**config.mk**
```make
export PLATFORM = sky130hd
export DESIGN_NAME = msr_irq_regs
export DESIGN_NICKNAME = d
export VERILOG_FILES = /design/src/rtl/msr_irq_pkg.sv /design/src/rtl/chan_stat_unit.sv /design/src/rtl/grp_irq_ctl.sv /design/src/rtl/msr_irq_regs.sv
export SDC_FILE = /design/constraint.sdc
export NUM_CORES = 1
export LEC_CHECK = 0
export BUFFER_PORTS_ARGS = -buffer_cell sky130_fd_sc_hd__buf_2
export CORE_MARGIN = 3
export CORE_UTILIZATION = 55
export CTS_BUF_LIST = sky130_fd_sc_hd__clkbuf_4 sky130_fd_sc_hd__clkbuf_8 sky130_fd_sc_hd__clkbuf_16
export DETAILED_ROUTE_END_ITERATION = 12
export PLACE_DENSITY = 0.87
export SLEW_MARGIN = 20
export SYNTH_ARGS = -nofsm -noshare
export SYNTH_HDL_FRONTEND = slang
export SYNTH_SLANG_ARGS = --single-unit
```
**constraint.sdc**
```tcl
create_clock -name clk -period 2.2 [get_ports clk]
set_clock_uncertainty 0.1 [all_clocks]
set_input_delay 0.11 -clock clk [delete_from_list [all_inputs] [get_ports clk]]
set_output_delay 0.11 -clock clk [all_outputs]
set_load 0.02 [all_outputs]
```
**src/rtl/msr_irq_pkg.sv**
```systemverilog
package msr_irq_pkg;
  localparam int WORD_W    = 32;
  // live level positions in the channel status word
  localparam int LV_RXRDY  = 0;
  localparam int LV_DCD    = 3;
  localparam int LV_DSR    = 4;
  localparam int LV_CTS    = 5;
  localparam int LV_RI     = 6;
  localparam int LV_OVR    = 13;
  // sticky flag positions
  localparam int ST_DSR    = 16;
  localparam int ST_CTS    = 17;
  localparam int ST_DCD    = 18;
  localparam int ST_RI     = 22;
  localparam int ST_TXE    = 25;
  // channel control enables
  localparam int CE_MSR    = 0;
  localparam int CE_RX     = 2;
  localparam int CE_TX     = 19;
  // group control enable
  localparam int GE_BIT    = 20;

  typedef enum logic [1:0] {
    GREG_STAT = 2'd0,
    GREG_MASK = 2'd1,
    GREG_CTRL = 2'd2,
    GREG_NONE = 2'd3
  } greg_e;

  // order of sticky clear bits handed to each channel
  typedef struct packed {
    logic txe;
    logic ri;
    logic dcd;
    logic cts;
    logic dsr;
  } clr_t;

  typedef struct packed {
    logic tx;
    logic rx;
    logic msr;
  } en_t;
endpackage

```
**src/rtl/chan_stat_unit.sv**
```systemverilog
module chan_stat_unit
  import msr_irq_pkg::*;
(
  input  logic              clk,
  input  logic              rst_n,
  input  logic              line_dcd,
  input  logic              line_dsr,
  input  logic              line_cts,
  input  logic              line_ri,
  input  logic              rx_rdy,
  input  logic              rx_ovr,
  input  logic              txe_evt,
  input  logic              stat_we,
  input  logic              ctrl_we,
  input  clr_t              clr_bits,
  input  en_t               en_bits,
  output logic [WORD_W-1:0] stat_word,
  output logic [WORD_W-1:0] ctrl_word,
  output logic              cause
);
  // modem lines packed as {ri, dcd, cts, dsr}
  logic [3:0] cur_lv, prev_q, prev_d;
  logic [3:0] chg_q, chg_d, clr_chg, lv_edge;
  logic       txe_q, txe_d, clr_txe;
  en_t        en_q, en_d;

  always_comb begin
    cur_lv  = {line_ri, line_dcd, line_cts, line_dsr};
    lv_edge = cur_lv ^ prev_q;
    prev_d  = cur_lv;
    clr_chg = stat_we ? {clr_bits.ri, clr_bits.dcd, clr_bits.cts, clr_bits.dsr} : 4'b0;
    clr_txe = stat_we & clr_bits.txe;
    // a new edge wins over a simultaneous clear
    chg_d   = (chg_q & ~clr_chg) | lv_edge;
    txe_d   = (txe_q & ~clr_txe) | txe_evt;
    en_d    = ctrl_we ? en_bits : en_q;
  end

  always_ff @(posedge clk or negedge rst_n) begin
    if (!rst_n) begin
      prev_q <= '0;
      chg_q  <= '0;
      txe_q  <= 1'b0;
    end else begin
      prev_q <= prev_d;
      chg_q  <= chg_d;
      txe_q  <= txe_d;
    end
  end

  always_ff @(posedge clk or negedge rst_n) begin
    if (!rst_n) begin
      en_q <= '0;
    end else if (ctrl_we) begin
      en_q <= en_d;
    end
  end

  always_comb begin
    stat_word           = '0;
    stat_word[LV_RXRDY] = rx_rdy;
    stat_word[LV_DCD]   = line_dcd;
    stat_word[LV_DSR]   = line_dsr;
    stat_word[LV_CTS]   = line_cts;
    stat_word[LV_RI]    = line_ri;
    stat_word[LV_OVR]   = rx_ovr;
    stat_word[ST_DSR]   = chg_q[0];
    stat_word[ST_CTS]   = chg_q[1];
    stat_word[ST_DCD]   = chg_q[2];
    stat_word[ST_RI]    = chg_q[3];
    stat_word[ST_TXE]   = txe_q;

    ctrl_word           = '0;
    ctrl_word[CE_MSR]   = en_q.msr;
    ctrl_word[CE_RX]    = en_q.rx;
    ctrl_word[CE_TX]    = en_q.tx;

    cause = ((|chg_q) & en_q.msr) | (rx_rdy & en_q.rx) | (txe_q & en_q.tx);
  end
endmodule

```
**src/rtl/grp_irq_ctl.sv**
```systemverilog
module grp_irq_ctl #(
  parameter int NCH = 16
) (
  input  logic           clk,
  input  logic           rst_n,
  input  logic [NCH-1:0] cause,
  input  logic           mask_we,
  input  logic [NCH-1:0] mask_wdata,
  input  logic           ctrl_we,
  input  logic           en_wbit,
  output logic [NCH-1:0] grp_stat,
  output logic [NCH-1:0] grp_mask,
  output logic           grp_en,
  output logic           irq
);
  logic [NCH-1:0] mask_d;
  logic           en_d;

  always_comb begin
    mask_d   = mask_we ? mask_wdata : grp_mask;
    en_d     = ctrl_we ? en_wbit : grp_en;
    grp_stat = cause;
    irq      = grp_en & (|(cause & ~grp_mask));
  end

  always_ff @(posedge clk or negedge rst_n) begin
    if (!rst_n) begin
      grp_mask <= '1;
    end else if (mask_we) begin
      grp_mask <= mask_d;
    end
  end

  always_ff @(posedge clk or negedge rst_n) begin
    if (!rst_n) begin
      grp_en <= 1'b0;
    end else if (ctrl_we) begin
      grp_en <= en_d;
    end
  end
endmodule

```
**src/rtl/msr_irq_regs.sv**
```systemverilog
module msr_irq_regs
  import msr_irq_pkg::*;
#(
  parameter int NCH    = 16,
  parameter int ADDR_W = $clog2(NCH) + 2
) (
  input  logic              clk,
  input  logic              rst_n,
  input  logic [NCH-1:0]    dcd_i,
  input  logic [NCH-1:0]    dsr_i,
  input  logic [NCH-1:0]    cts_i,
  input  logic [NCH-1:0]    ri_i,
  input  logic [NCH-1:0]    rx_rdy_i,
  input  logic [NCH-1:0]    rx_ovr_i,
  input  logic [NCH-1:0]    txe_evt_i,
  input  logic              reg_we_i,
  input  logic [ADDR_W-1:0] reg_addr_i,
  input  logic [31:0]       reg_wdata_i,
  output logic [31:0]       reg_rdata_o,
  output logic              irq_o
);
  localparam int CH_W = $clog2(NCH);

  logic              is_grp, sel_ctrl;
  logic [CH_W-1:0]   ch_idx;
  greg_e             gsel;
  logic [NCH-1:0]    stat_we, ctrl_we, cause, dsr_chg;
  logic              gmask_we, gctrl_we;
  clr_t              clr_bits;
  en_t               en_bits;
  logic [WORD_W-1:0] stat_w [NCH];
  logic [WORD_W-1:0] ctrl_w [NCH];
  logic [NCH-1:0]    grp_stat, grp_mask;
  logic              grp_en;

  // address decode and write strobes
  always_comb begin
    is_grp   = reg_addr_i[ADDR_W-1];
    sel_ctrl = reg_addr_i[0];
    ch_idx   = reg_addr_i[CH_W:1];
    gsel     = greg_e'(reg_addr_i[1:0]);
    for (int c = 0; c < NCH; c++) begin
      stat_we[c] = reg_we_i && !is_grp && !sel_ctrl && (int'(ch_idx) == c);
      ctrl_we[c] = reg_we_i && !is_grp &&  sel_ctrl && (int'(ch_idx) == c);
    end
    gmask_we = reg_we_i && is_grp && (gsel == GREG_MASK);
    gctrl_we = reg_we_i && is_grp && (gsel == GREG_CTRL);
    clr_bits = '{txe: reg_wdata_i[ST_TXE], ri: reg_wdata_i[ST_RI],
                 dcd: reg_wdata_i[ST_DCD], cts: reg_wdata_i[ST_CTS],
                 dsr: reg_wdata_i[ST_DSR]};
    en_bits  = '{tx: reg_wdata_i[CE_TX], rx: reg_wdata_i[CE_RX],
                 msr: reg_wdata_i[CE_MSR]};
  end

  for (genvar c = 0; c < NCH; c++) begin : g_ch
    chan_stat_unit u_ch (
      .clk       (clk),
      .rst_n     (rst_n),
      .line_dcd  (dcd_i[c]),
      .line_dsr  (dsr_i[c]),
      .line_cts  (cts_i[c]),
      .line_ri   (ri_i[c]),
      .rx_rdy    (rx_rdy_i[c]),
      .rx_ovr    (rx_ovr_i[c]),
      .txe_evt   (txe_evt_i[c]),
      .stat_we   (stat_we[c]),
      .ctrl_we   (ctrl_we[c]),
      .clr_bits  (clr_bits),
      .en_bits   (en_bits),
      .stat_word (stat_w[c]),
      .ctrl_word (ctrl_w[c]),
      .cause     (cause[c])
    );
    assign dsr_chg[c] = stat_w[c][ST_DSR];
  end

  grp_irq_ctl #(.NCH(NCH)) u_grp (
    .clk        (clk),
    .rst_n      (rst_n),
    .cause      (cause),
    .mask_we    (gmask_we),
    .mask_wdata (reg_wdata_i[NCH-1:0]),
    .ctrl_we    (gctrl_we),
    .en_wbit    (reg_wdata_i[GE_BIT]),
    .grp_stat   (grp_stat),
    .grp_mask   (grp_mask),
    .grp_en     (grp_en),
    .irq        (irq_o)
  );

  // read mux
  always_comb begin
    reg_rdata_o = '0;
    if (is_grp) begin
      unique case (gsel)
        GREG_STAT: reg_rdata_o[NCH-1:0] = grp_stat;
        GREG_MASK: reg_rdata_o[NCH-1:0] = grp_mask;
        GREG_CTRL: reg_rdata_o[GE_BIT]  = grp_en;
        default:   reg_rdata_o          = '0;
      endcase
    end else if (int'(ch_idx) < NCH) begin
      reg_rdata_o = sel_ctrl ? ctrl_w[ch_idx] : stat_w[ch_idx];
    end
  end
endmodule

```
== Word-level counts from Yosys, hierarchy flattened ==
Cells that the tools add are included.

* Magnitude comparators: 1
* Equality and inequality tests: 17
* Multiplexer cells: 26
* Bitwise gates (word level): 212
* Reductions and logical operators: 59

{| class="wikitable"
|+ Operator list
! cell !! number
|-
| $bmux 32 s4 || 2
|-
| $mux 32 || 6
|-
| $and 1x1->1 || 81
|-
| $and 4x4->4 || 16
|-
| $mux 4 || 16
|-
| $not 4->4 || 16
|-
| $or 4x4->4 || 16
|-
| $reduce_or 4->1 || 16
|-
| $xor 4x4->4 || 16
|-
| $or 1x1->1 || 48
|-
| $logic_and 1x1->1 || 38
|-
| $eq 4x4->1 const B || 8
|-
| $pmux 16 s2 || 1
|-
| $and 16x16->16 || 1
|-
| $eq 4x3->1 const B || 4
|-
| $not 1->1 || 16
|-
| $not 16->16 || 1
|-
| $reduce_or 16->1 || 1
|-
| $eq 4x2->1 const B || 2
|-
| $ge 5x5->1 const B || 1
|-
| $not 4->5 || 1
|-
| $eq 4x1->1 const B || 1
|-
| $logic_not 4->1 || 1
|-
| $eq 2x1->1 const B || 1
|-
| 4 further kinds || 5
|}

* Register bits: 209
* Logic and storage cells: 413

== Logic depth before layout (Yosys ltp) ==
* Depth after elaboration: 8
* Mapped depth: 8

== Cells and area by module ==
Synthesis repeated with hierarchy kept, for this count alone.

* Cell total of the unflattened synthesis: 2367
* Area, all modules: 24075.6 µm²

{| class="wikitable"
|+ By module, submodules not included
! module !! instances !! cells an instance !! area each (µm²) !! sequential area each (µm²)
|-
| chan_stat_unit || 16 || 90 || 885.8 || 300.3
|-
| msr_irq_regs || 1 || 844 || 9011.1 || 0.0
|-
| grp_irq_ctl || 1 || 83 || 890.9 || 445.4
|}

== Least setup slack after synthesis ==
Ideal clock, no wire load.

* Path kind: input to output
* Start point: input reg_addr_i[2]
* End point: output reg_rdata_o[16]
* Arrival: 1.635 ns
* Required time: 1.990 ns
* Slack: 0.355 ns
* Stages on the path: 5
* Buffers on the path: 2
* Cell sequence: buf_2 clkbuf_1 mux4_2 mux4_2 and2_1

* Word-level cells in the longest chain between the ends: 6

{| class="wikitable"
|+ Ends and longest elaborated chain
! what !! line !! source
|-
| from (decl) || msr_irq_regs.sv:17 || <nowiki>input logic [ADDR_W-1:0] reg_addr_i,</nowiki>
|-
| $not 4->5 (not written as such) (*) || msr_irq_regs.sv:102 || <nowiki>reg_rdata_o = sel_ctrl ? ctrl_w[ch_idx] : stat_w[ch_idx];</nowiki>
|-
| $bmux 32 s4 || msr_irq_regs.sv:102 ||
|-
| $mux 32 (not written as such) (2 in series) || msr_irq_regs.sv:102 ||
|-
| $mux 32 (*) || msr_irq_regs.sv:102 ||
|-
| $mux 32 (*) || msr_irq_regs.sv:94 || <nowiki>if (is_grp) begin</nowiki>
|-
| to (decl) || msr_irq_regs.sv:19 || <nowiki>output logic [31:0] reg_rdata_o,</nowiki>
|}

Every way passes the cells marked *; elsewhere a longest branch is shown, timed or not. The select of a mux whose other input is x is not followed.

== Worst setup path after layout ==
* Start point: register g_ch[11].u_ch.chg_q[2]
* End point: output irq_o

* Word-level cells in the longest chain between the ends: 7

{| class="wikitable"
|+ Ends and longest elaborated chain
! what !! line !! source
|-
| from (decl) || chan_stat_unit.sv:23 || <nowiki>logic [3:0] chg_q, chg_d, clr_chg, lv_edge;</nowiki>
|-
| from (signal assigned) || chan_stat_unit.sv:46 || <nowiki>chg_q <= chg_d;</nowiki>
|-
| $reduce_or 4->1 || chan_stat_unit.sv:78 || <nowiki>cause = ((|chg_q) & en_q.msr) | (rx_rdy & en_q.rx) | (txe_q & en_q.tx);</nowiki>
|-
| $and 1x1->1 || chan_stat_unit.sv:78 ||
|-
| $or 1x1->1 (2 in series) || chan_stat_unit.sv:78 ||
|-
| $and 16x16->16 || grp_irq_ctl.sv:23 || <nowiki>irq = grp_en & (|(cause & ~grp_mask));</nowiki>
|-
| $reduce_or 16->1 || grp_irq_ctl.sv:23 ||
|-
| $and 1x1->1 || grp_irq_ctl.sv:23 ||
|-
| to (decl) || msr_irq_regs.sv:20 || <nowiki>output logic irq_o</nowiki>
|}

Every way passes these cells.

==> metrics.md <==
| Metric | Value |
|---|---|
| Overall power of the completed layout | `10.3 mW` |
| Post-Syn Instances | `813` |
| Worst R2R Path Depth | `3` |
| Total of buffers placed on input and output ports | `167` |
| Detail-routed net length per standard cell | `27.2 um` |
| Final worst-path cycle share | `121%` |
| Worst Tran Pin Value | `0.537 ns` |
| Post-route setup TNS | `-2.68 ns` |
| Reg2Reg Capture Point | `g_ch[14].u_ch.txe_q$_DFF_PN0_` |
| Most common cell after layout, fill and taps aside | `sky130_fd_sc_hd__dfrtp_1` |
| Final critical delay including setup and external delays | `2.66 ns` |
| Number of instances on the worst hold path | `2` |
| Post-Place Setup Slack | `-0.0914 ns` |
| Synth Area per Inst | `12.7 um^2` |
| Slack of the critical path | `-0.464 ns` |
| Kind of path behind the tightest hold check | `in -> reg` |
| Seq/Total Area, Yosys | `50.9%` |
| Clock slew at the register clock pins of the worst setup and hold paths | `0.06 ns` |
| Inserted Clock Buffers | `22` |
| Worst hold margin | `0.0394 ns` |
| Vertical extent of the die | `143 um` |
| Core area | `18200 um^2` |
| Number of synthesized register bits | `209` |
| Router iterations before antenna repair | `6` |
| Pwr dens | `728 nW/um^2` |
| Kind of start point of the critical path | `register` |
| CTS tree | `yes` |
| Primary FF master, synth | `sky130_fd_sc_hd__dfrtp_1` |
| Global-route usage over all layers | `36.1%` |
| Initial Util | `56.6%` |
| Clock tree root driver cell | `sky130_fd_sc_hd__clkbuf_16` |
| Initial antenna violation count | `4` |
| Wirelength, routed | `38200 um` |
| Rows | `49` |
| YS warnings | `0` |
| DIE WIDTH | `143 um` |
| Clock latency on the worst-skew pair | `0.52 ns` |
| Leading cell types in the layout, fill and taps excluded | `188 x sky130_fd_sc_hd__dfrtp_1, 156 x sky130_fd_sc_hd__buf_2, 118 x sky130_fd_sc_hd__dlygate4sd3_1` |
| Number of placed I/O pins | `186` |
| Worst reg2reg setup slack | `0.64 ns` |
| Final-layout fill cell count | `950` |
| Arrival time at the worst endpoint | `2.45 ns` |
| Worst min-delay path startpoint | `reg_wdata_i[2]` |
| Endpoints failing setup | `16` |
| Element type at the critical path end | `primary output` |
| Detailed placer's ending HPWL | `23000 um` |
| Asr flop ratio synth | `100%` |
| Worst voltage drop across the vdd grid | `632 uV` |
| Post-synth EDFFs | `0` |
| Headroom to the max-slew limit | `64.2%` |
| Critical R2R Launch | `g_ch[14].u_ch.txe_q$_DFF_PN0_` |
| Die Outline Area | `20400 um^2` |
| Sink Count | `209` |
| Number of distinct library cells after synthesis | `39` |
| Timing-limited maximum frequency | `0.375 GHz` |
| Number of design-rule violations left by the first detailed-router iteration | `1223` |
| Remaining Overflow, GRT | `0` |
| Critical path fanouts, max | `3` |
| Path type of the worst setup path | `reg -> out` |
| H-Tree Level Count | `1` |
| Wire length of the first global-routing pass | `56100 um` |
| Worst min-delay path endpoint | `u_grp.grp_mask[2]$_DFFE_PN1P_` |
| Number of buffers between clock root and the deepest sink | `3` |
| Post-DRT Antenna Nets | `0` |
| Relative area change from synthesis to final layout | `37.4%` |
| Post-Route Utilization | `77.8%` |
| Remaining design rule violation count | `0` |
| Combined area of all synthesized cells | `10300 um^2` |
| Number of violations of the max-capacitance limit | `0` |
| Vias in the first global route | `9604` |
| Number of vias in the routed layout | `9260` |
| Status | `finished with violations` |
| Mean number of vias per cell | `6.59` |
| Number of slew-limit violations in the final report | `0` |
| Hold Violations, Final | `0` |
| Layout cell share with drive strength beyond 1 | `40.4%` |
| Reported leakage power | `5.74 nW` |
| Routability Congestion | `0.947` |
| Violations in the final reports | `negative setup slack` |
| Number of nets at the end of the flow | `1312` |
| Setup repair after global routing missed its margin | `true` |
| Largest net degree at the start of global routing | `62` |
| Req. time, crit path | `1.99 ns` |
[Yosys cell counts (16+ instances only)]
cell                       instances  area (um^2)
sky130_fd_sc_hd__a22oi_1          21          158
sky130_fd_sc_hd__a21oi_1          48          240
sky130_fd_sc_hd__dfstp_2          16          420
sky130_fd_sc_hd__nor2_1           42          158
sky130_fd_sc_hd__o41ai_1          16          140
sky130_fd_sc_hd__mux2_2           71          800
sky130_fd_sc_hd__xor2_1           64          561
sky130_fd_sc_hd__clkbuf_1         25         93.8
sky130_fd_sc_hd__a21o_1           80          601
sky130_fd_sc_hd__dfrtp_1         193         4830
sky130_fd_sc_hd__mux4_2           60         1350
sky130_fd_sc_hd__nand2_1          88          330
[through the flow]
| stage | cells | instance area [um^2] |
|---|---|---|
| 3_5_place_dp | 1228 | 11800 |
| 5_1_grt | 1404 | 14200 |
| 2_1_floorplan | 821 | 10300 |
| 3_3_place_gp | 1228 | 11800 |
| 4_1_cts | 1394 | 14000 |
| 6_report | 1405 | 14200 |
[state kept, by name (all words and copies together) (netlist names)]
register             cells
g_ch.u_ch.chg_q         64
g_ch.u_ch.ctrl_word     48
g_ch.u_ch.prev_q        64
g_ch.u_ch.txe_q         16
u_grp.grp_en             1
u_grp.grp_mask          16
[kinds of logic after synthesis]
group,share of synthesized area [%]
other cells,0.0364
mux,22.0
xor+xnor,5.44
flops,50.9
buf+inv,2.61
simple gates,7.17
compound gates,11.8
[critical path, stage by stage, from the launching register on]
cell and delay (ns):
sky130_fd_sc_hd__dfrtp_1 0.43, sky130_fd_sc_hd__o41ai_2 0.48, sky130_fd_sc_hd__buf_4 0.20, sky130_fd_sc_hd__a21oi_1 0.10, sky130_fd_sc_hd__nor4_1 0.27, sky130_fd_sc_hd__nand2_2 0.08
sky130_fd_sc_hd__o21a_1 0.24, sky130_fd_sc_hd__buf_6 0.14
[cell type report]
| class | instances | area [um^2] | area share, % |
|---|---|---|---|
| clock inverter | 7 | 110 | 0.777 |
| clock buffer | 32 | 674 | 4.76 |
| sequential | 209 | 5260 | 37.1 |
| tap | 229 | 287 | 2.02 |
| inverter | 1 | 3.75 | 0.0265 |
| antenna | 2 | 5.00 | 0.0353 |
| multi-input combinational | 560 | 5020 | 35.5 |
| timing repair buffer | 365 | 2800 | 19.8 |
[per-layer routing]
metal	track usage, %	vias to the layer above	share of wire, %
met1	46.1	4530	34
met4	15.5	4	6.1
met3	10.8	211	13
li1	-	3659	-
met2	58.1	856	46
met5	0	-	0.065
[timing repair]
action / CTS / global route
gates resized for setup: 43 / 26
pin swaps: 14 / 8
hold buffers: 118 / 0
setup endpoints to repair: 14 / 24
buffers inserted: 9 / 11
endpoints found under the hold margin: 327 / 0
gates cloned: 0 / 0
[report_power, final]
part	total, mW	switching, mW	leakage [nW]	internal, mW
Combinational	1.84	0.927	3.09	0.918
Sequential	4.38	0.235	2.26	4.15
Clock	4.08	1.61	0.396	2.47
Total	10.3	2.77	5.74	7.54
[worst max-delay path by stage]
| stage | start | endpoint | slack, ns |
|---|---|---|---|
| floorplan | reg_addr_i[2] | reg_rdata_o[16] | 0.36 |
| global placement | reg_addr_i[1] | reg_rdata_o[25] | -0.07 |
| detailed placement | reg_addr_i[1] | reg_rdata_o[25] | -0.09 |
| CTS | g_ch[0].u_ch.chg_q[1]$_DFF_PN0_ | irq_o | -0.44 |
| global route | g_ch[11].u_ch.chg_q[2]$_DFF_PN0_ | irq_o | -0.54 |
| finish | g_ch[11].u_ch.chg_q[2]$_DFF_PN0_ | irq_o | -0.46 |
(Power assumes the default switching activity.)
